File: src/rtl/tagged_arith_unit.sv
`timescale 1ns/1ps
module tagged_arith_unit #(
  parameter int W    = 32,
  parameter int TAGW = 2
) (
  input  logic         clk,
  input  logic         rst_n,
  input  logic         valid,
  input  logic         op_sub,
  input  logic [W-1:0] a,
  input  logic [W-1:0] b,
  output logic [W-1:0] result,
  output logic         result_we,
  output logic         trap_tovf,
  output logic [3:0]   nzvc
);
  localparam int MSB = W - 1;

  logic [W-1:0] b_eff;
  logic [W:0]   wide;
  logic [W-1:0] ovf_vec;
  logic         tag_bad, ovf, fault, c_next;

  assign b_eff   = op_sub ? ~b : b;
  assign wide    = {1'b0, a} + {1'b0, b_eff} + {{W{1'b0}}, op_sub};
  assign result  = wide[W-1:0];

  assign tag_bad = |(a[TAGW-1:0] | b[TAGW-1:0]);
  assign ovf_vec = op_sub ? ((a ^ b) & (a ^ result))
                          : (~(a ^ b) & (a ^ result));
  assign ovf     = ovf_vec[MSB];
  assign fault   = tag_bad | ovf;

  assign c_next    = op_sub ? ~wide[W] : wide[W];
  assign trap_tovf = valid & fault;
  assign result_we = valid & ~fault;

  always_ff @(posedge clk or negedge rst_n) begin
    if (!rst_n)
      nzvc <= 4'b0000;
    else if (result_we)
      nzvc <= {result[MSB], ~|result, ovf, c_next};
  end


  tag_trap_chk: assert property (@(posedge clk) disable iff (!rst_n)
    (valid && (|(a[TAGW-1:0] | b[TAGW-1:0]))) |-> (trap_tovf && !result_we));


  idle_quiet_chk: assert property (@(posedge clk) disable iff (!rst_n)
    !valid |-> (!trap_tovf && !result_we));


  flags_hold_chk: assert property (@(posedge clk) disable iff (!rst_n)
    !result_we |=> $stable(nzvc));


  nz_commit_chk: assert property (@(posedge clk) disable iff (!rst_n)
    result_we |=> (nzvc[3] == $past(result[MSB])) && (nzvc[2] == ($past(result) == '0)));


  v_clear_chk: assert property (@(posedge clk) disable iff (!rst_n)
    result_we |=> !nzvc[1]);


  we_trap_excl_chk: assert property (@(posedge clk) disable iff (!rst_n)
    valid |-> $countones({result_we, trap_tovf}) == 1);
endmodule

File: config.mk
export PLATFORM = sky130hd
export DESIGN_NAME = tagged_arith_unit
export DESIGN_NICKNAME = d
export VERILOG_FILES = /design/src/rtl/tagged_arith_unit.sv
export SDC_FILE = /design/constraint.sdc
export NUM_CORES = 1
export LEC_CHECK = 0
export BUFFER_PORTS_ARGS = -buffer_cell sky130_fd_sc_hd__buf_2
export CORE_MARGIN = 3
export CORE_UTILIZATION = 55
export DETAILED_ROUTE_END_ITERATION = 8
export HOLD_SLACK_MARGIN = 0.02
export PLACE_DENSITY = 0.89
export SLEW_MARGIN = 20
export SYNTH_ARGS = -nofsm -noshare
export SYNTH_HDL_FRONTEND = slang
export SYNTH_SLANG_ARGS = --single-unit
File: constraint.sdc
create_clock -name clk -period 6.7 [get_ports clk]
set_input_delay 0.67 -clock clk [delete_from_list [all_inputs] [get_ports clk]]
set_output_delay 0.67 -clock clk [all_outputs]
set_load 0.005 [all_outputs]
==> Yosys cells after proc, flatten, opt, wreduce, memory -nomap -nowiden <==
Index checks and enable logic that the tools add are counted.
{ "totals": {"register_bits": 4, "mem_bits_rw": 0, "mem_count": 0, "in_bits": 68, "latch_bits": 0, "word_cells": 21, "mem_bits_ro": 0} }
{ "classes": {"n_mul": 0, "bitwise_logic": 12, "addsub": 2, "muxes": 3, "n_eq_ne": 0, "n_shift": 0, "reduce_logical": 3, "magnitude_cmp": 0, "n_div": 0} }
{ "op_table": {"columns": ["op", "n"], "rows": [
  ["32-bit AND", 2],
  ["32-bit two-way mux", 2],
  ["32-bit NOT", 2],
  ["32-bit bitwise XOR", 2],
  ["32-bit by 32-bit adder with 33-bit output", 1],
  ["33-bit by 1-bit adder with 33-bit output", 1],
  ["32-bit OR reduction", 1],
  ["1-bit AND", 2],
  ["1-bit NOT", 2],
  ["2-bit OR", 1],
  ["2-bit OR reduction", 1],
  ["1-bit zero test", 1],
  ["1-bit two-way mux", 1],
  ["1-bit OR", 1]
]} }

==> Longest topological paths before layout <==
{ "depth": {"depth_word": 10, "ltp_mapped": 15} }

==> Worst setup path after synthesis <==
Ideal clock, no wire load.
{ "synth_path": {"kind": "input -> output", "from": "input port op_sub", "to": "output port result_we", "setup_slack_ps": 2607, "n_path_buf": 3, "arrival_time_ps": 3423, "required_ps": 6030, "cell_stages": 14, "cell_sequence": "buf_6 > clkbuf_1 > xor2_1 > ha_1 > buf_2 > nand4_1 > nor3_2 > o2111ai_1 > a31oi_1 > o21bai_1 > a21o_1 > and3_1 > or3_4 > inv_2"} }
{ "synth_via": {"elab_chain_len": 9, "elab_cells_between_ends": 10} }
{ "synth_rtl": {"columns": ["item", "line", "rtl"], "rows": [
  ["from (decl)", "9", "input logic op_sub,"],
  ["32-bit two-way mux", "24", "assign b_eff = op_sub ? ~b : b;"],
  ["32-bit by 32-bit adder with 33-bit output", "25", "assign wide = {1'b0, a} + {1'b0, b_eff} + {{W{1'b0}}, op_sub};"],
  ["33-bit by 1-bit adder with 33-bit output", "25", null],
  ["32-bit bitwise XOR", "29, 30", null],
  ["32-bit AND, on equally long branches", "30, 29", null],
  ["32-bit two-way mux *", "29", "assign ovf_vec = op_sub ? ((a ^ b) & (a ^ result))"],
  ["1-bit OR *", "32", "assign fault = tag_bad | ovf;"],
  ["1-bit NOT *", "36", "assign result_we = valid & ~fault;"],
  ["1-bit AND *", "36", null],
  ["to (decl)", "13", "output logic result_we,"]
]} }
Mark *: on every way between the ends. The rest lies on a longest branch, timed or not.

==> Worst setup path in the final report <==
Ends and elaborated chain as after synthesis.

==> impl_metrics.toml <==
[yosys]
synthDistinctLibCells = 57
synthesis.instances = 376
yosysTopAreaCellShare = 0.1566
post_synth_instance_area_mm2 = 0.002636
synth_enable_flop_cells = 0
yosys_most_used_dff = "sky130_fd_sc_hd__dfrtp_1"
synth.largest_area_cell = "sky130_fd_sc_hd__ha_1"
flop_and_latch_count_out_of_synthesis = 4
synth_commonest_cells = "sky130_fd_sc_hd__xor2_1 (42), sky130_fd_sc_hd__a21oi_1 (37), sky130_fd_sc_hd__ha_1 (33)"
seq_area_frac_synth = 0.03797
mappedNetlistNets = 478
synth_top_cells_by_area = "sky130_fd_sc_hd__ha_1 (16%), sky130_fd_sc_hd__xor2_1 (14%), sky130_fd_sc_hd__a21oi_1 (7.0%)"
syn_avg_cell_area_um2 = 7.011
yosysMostFrequentCell = "sky130_fd_sc_hd__xor2_1"
synth.yosys.warnings = 0
async_flop_share = 1.000

[final_layout]
regArea_um2 = 100.1
multiInputGateArea_mm2 = 0.002396
final_layout_size_suffix_gt1_frac = 0.2489
area_delta_synth_final_pct = 21.50
flip_flop_count_of_the_largest_register_after_layout = 4
largest_registers = "nzvc (4)"
top_register = "nzvc"
antennaDiodeCount = 0
finish.cell_count_without_fillers = 522
final_net_count = 574
nFillCells = 402

[route]
detail_route.first_pass.iterations = 5
first_drt_iteration_drcs = 208
drc_errors = 0
detail_route.wl_per_cell_um = 15.82
drt_wl_total_um = 8257
vias_per_cell = 6.142
dr_total_vias = 3206
final_antenna_net_count = 0

[clock_tree]
clkTransAtPathRegs_ps = 30
post_cts_hold_buffer_count = 0
clock_latency_ps = 230
longest_clk_path_bufs = 2
postCtsSetupBuffers = 0
postCtsResizedCells = 0
tritoncts_clock_tree = "done"
cts_made_buffers = 3
cts_htree_levels = 1
clock_sink_count = 4
clock_tree.root_cell = "sky130_fd_sc_hd__clkbuf_8"

[pwr]
powerDensity_mw_per_mm2 = 169.8
switching_share = 0.5262
vdd_drop_max_v = 0.0001577
switching_power_uw = 286.1
clock_power_share = 0.097
power_report.internal_total_uw = 257.7
comb_power_share = 0.846
lkg_pwr_nw = 1.567
seq_power_share = 0.057

[setup_path]
worst_path_most_repeated_cell = "sky130_fd_sc_hd__buf_2"
cp_cell_sequence = "buf_2 -> xor2_1 -> ha_1 -> nand4_1 -> o22ai_2 -> o2111ai_1 -> a31oi_1 -> o21bai_1 -> a21o_1 -> and3_1 -> or3_4 -> inv_2 -> buf_2"
timing.critical_path.slowest_cell_delay_ps = 710
cp_slowest_cell = "sky130_fd_sc_hd__buf_2"
worstPathRequired_ps = 6030
timing.critical_path.from_type = "primary input"
worst_ep_arrival_time_ps = 4140
timing_worst_setup_path_type = "in -> out"
path_max_fanout = 34
critical_path.endpoint_type = "output pin"

[sta]
max_freq_ghz = 0.2081
setup_tns_ps = 0
period_needed_ps = 4806
setup_viol = 0
setup_repair_after_global_routing_missed_its_margin = "false"
slew_headroom = 0.3712
final-hold-violation-count = 0
timing.clock.skew_ps = 0
finalMaxSlewViolations = 0
post-route-period-util = 0.7173
max_slew.worst_pin.slew_ps = 943.2

[die]
floorplan.die.height_um = 75.24
io-pin-count = 106
floorplan.initialDensity = 0.5853
die_area_mm2 = 0.005660
die-width_um = 75.24
core_ar_mm2 = 0.004504
row_count = 24

[grt]
globalRouteOverflowTotal = 0
grt_pass1_vias = 3047
global_route_wire_length_before_repair_um = 13480
grt_antenna_before_repair = 0
global_route.usage.total = 0.2960
grt_max_degree = 35

[place]
dpl.hpwl_um = 6974
place_congestion = 1.018
numPortBuffers = 105
dp.cells = 519

[job]
max_cap_viol_count = 0

[run_status]
result_of_the_run = "completed"

[worst_hold_path]
type_of_the_tightest_min_delay_check = "in -> async"
final cells by class:
class	count	share of cell area
multi-input combinational	338	0.7480
timing repair buffer	105	0.1641
sequential	4	0.03125
inverter	20	0.02344
tap	52	0.02031
clock buffer	3	0.01289
metal layers:
metal	up-vias	wire length [um]	track usage
met5	-	0	0
li1	1590	-	-
met3	15	547	0.03738
met4	0	125	0.07184
met1	1482	3725	0.4014
met2	119	3859	0.4981
critical path, delay by kind of cell:
kind                     cells  cell delay, ps
AND/OR/NAND/NOR              3             800
buffers and inverters        3             880
XOR/XNOR                     1             170
AO/OA/AOI/OAI                5            1120
adder cells (fa/ha/maj)      1             460
path summary, 6_finish.rpt:
| check | end | cells past startpoint | slack (ps) | start |
|---|---|---|---|---|
| min in group clk | nzvc[1]$_DFFE_PN0P_ | 1 | 480 | nzvc[1]$_DFFE_PN0P_ |
| setup reg to reg | nzvc[3]$_DFFE_PN0P_ | 1 | 5930 | nzvc[3]$_DFFE_PN0P_ |
| setup / recovery | result_we | 13 | 1890 | op_sub |
| hold reg to reg | nzvc[1]$_DFFE_PN0P_ | 1 | 480 | nzvc[1]$_DFFE_PN0P_ |
| max in group asynchronous | nzvc[1]$_DFFE_PN0P_ | 1 | 6320 | rst_n |
| hold / removal | nzvc[0]$_DFFE_PN0P_ | 1 | 250 | rst_n |
cell usage in the layout, fill, tap and decap left out, types with 3 or more instances in the layout:
cell type | netlist | final
sky130_fd_sc_hd__a21oi_1 | 37 | 37
sky130_fd_sc_hd__o21a_1 | 6 | 6
sky130_fd_sc_hd__xnor2_1 | 11 | 11
sky130_fd_sc_hd__dfrtp_1 | 4 | 4
sky130_fd_sc_hd__and2_1 | 10 | 10
sky130_fd_sc_hd__or3_1 | 8 | 8
sky130_fd_sc_hd__nor4_1 | 6 | 6
sky130_fd_sc_hd__nand2_1 | 32 | 32
sky130_fd_sc_hd__o2111ai_1 | 6 | 6
sky130_fd_sc_hd__nand3_1 | 9 | 9
sky130_fd_sc_hd__buf_2 | 4 | 105
sky130_fd_sc_hd__a21boi_0 | 4 | 4
sky130_fd_sc_hd__xor2_1 | 42 | 42
sky130_fd_sc_hd__nor3_1 | 8 | 8
sky130_fd_sc_hd__clkbuf_8 | 0 | 3
sky130_fd_sc_hd__and3_1 | 3 | 3
sky130_fd_sc_hd__o21ai_0 | 15 | 15
sky130_fd_sc_hd__nor2_1 | 21 | 21
sky130_fd_sc_hd__o31ai_1 | 5 | 5
sky130_fd_sc_hd__ha_1 | 33 | 33
sky130_fd_sc_hd__a21o_1 | 10 | 10
sky130_fd_sc_hd__a211o_1 | 3 | 3
sky130_fd_sc_hd__a211oi_1 | 8 | 8
sky130_fd_sc_hd__o21ai_1 | 3 | 3
sky130_fd_sc_hd__a31oi_1 | 5 | 5
sky130_fd_sc_hd__nand4_1 | 13 | 13
sky130_fd_sc_hd__o21bai_1 | 3 | 3
sky130_fd_sc_hd__a2111oi_0 | 3 | 3
sky130_fd_sc_hd__inv_1 | 19 | 19
sky130_fd_sc_hd__nand2b_1 | 4 | 4
logic make-up (layout without fill, tap and decap cells):
logic type | count (synthesis) | count (layout) | share of synthesized area
flip-flops | 4 | 4 | 0.03797
multiplexers | 2 | 2 | 0.009491
adder cells (fa/ha/maj) | 34 | 34 | 0.1642
AO/OA/AOI/OAI | 125 | 125 | 0.3156
AND/OR/NAND/NOR | 124 | 124 | 0.2435
buffers and inverters | 34 | 128 | 0.05315
XOR/XNOR | 53 | 53 | 0.1761
metrics by stage:
step | instance area, um2 | hold slack [ps] | utilization | power, mW | setup slack [ps]
finish | 3203 | 248.8 | 0.7111 | 0.5438 | 1894
global route | 3203 | 251.5 | 0.7111 | 0.5943 | 1629
floorplan | 2636 | 374.4 | - | 0.3251 | 2607
detailed placement | 3162 | 468.2 | 0.7019 | 0.4807 | 1950
global placement | 3162 | 469.7 | 0.7019 | 0.4764 | 2056
CTS | 3203 | 248.4 | 0.7111 | 0.5362 | 1907
power by group through the flow:
stage               Clock, mW  Sequential (mW)  Combinational [mW]
floorplan                   0           0.0319               0.293
global placement            0           0.0312               0.445
detailed placement          0           0.0312               0.449
CTS                    0.0529           0.0310               0.452
global route           0.0532           0.0315               0.510
finish                 0.0528           0.0311               0.460
Note: power is estimated with default switching activity, not from simulation.
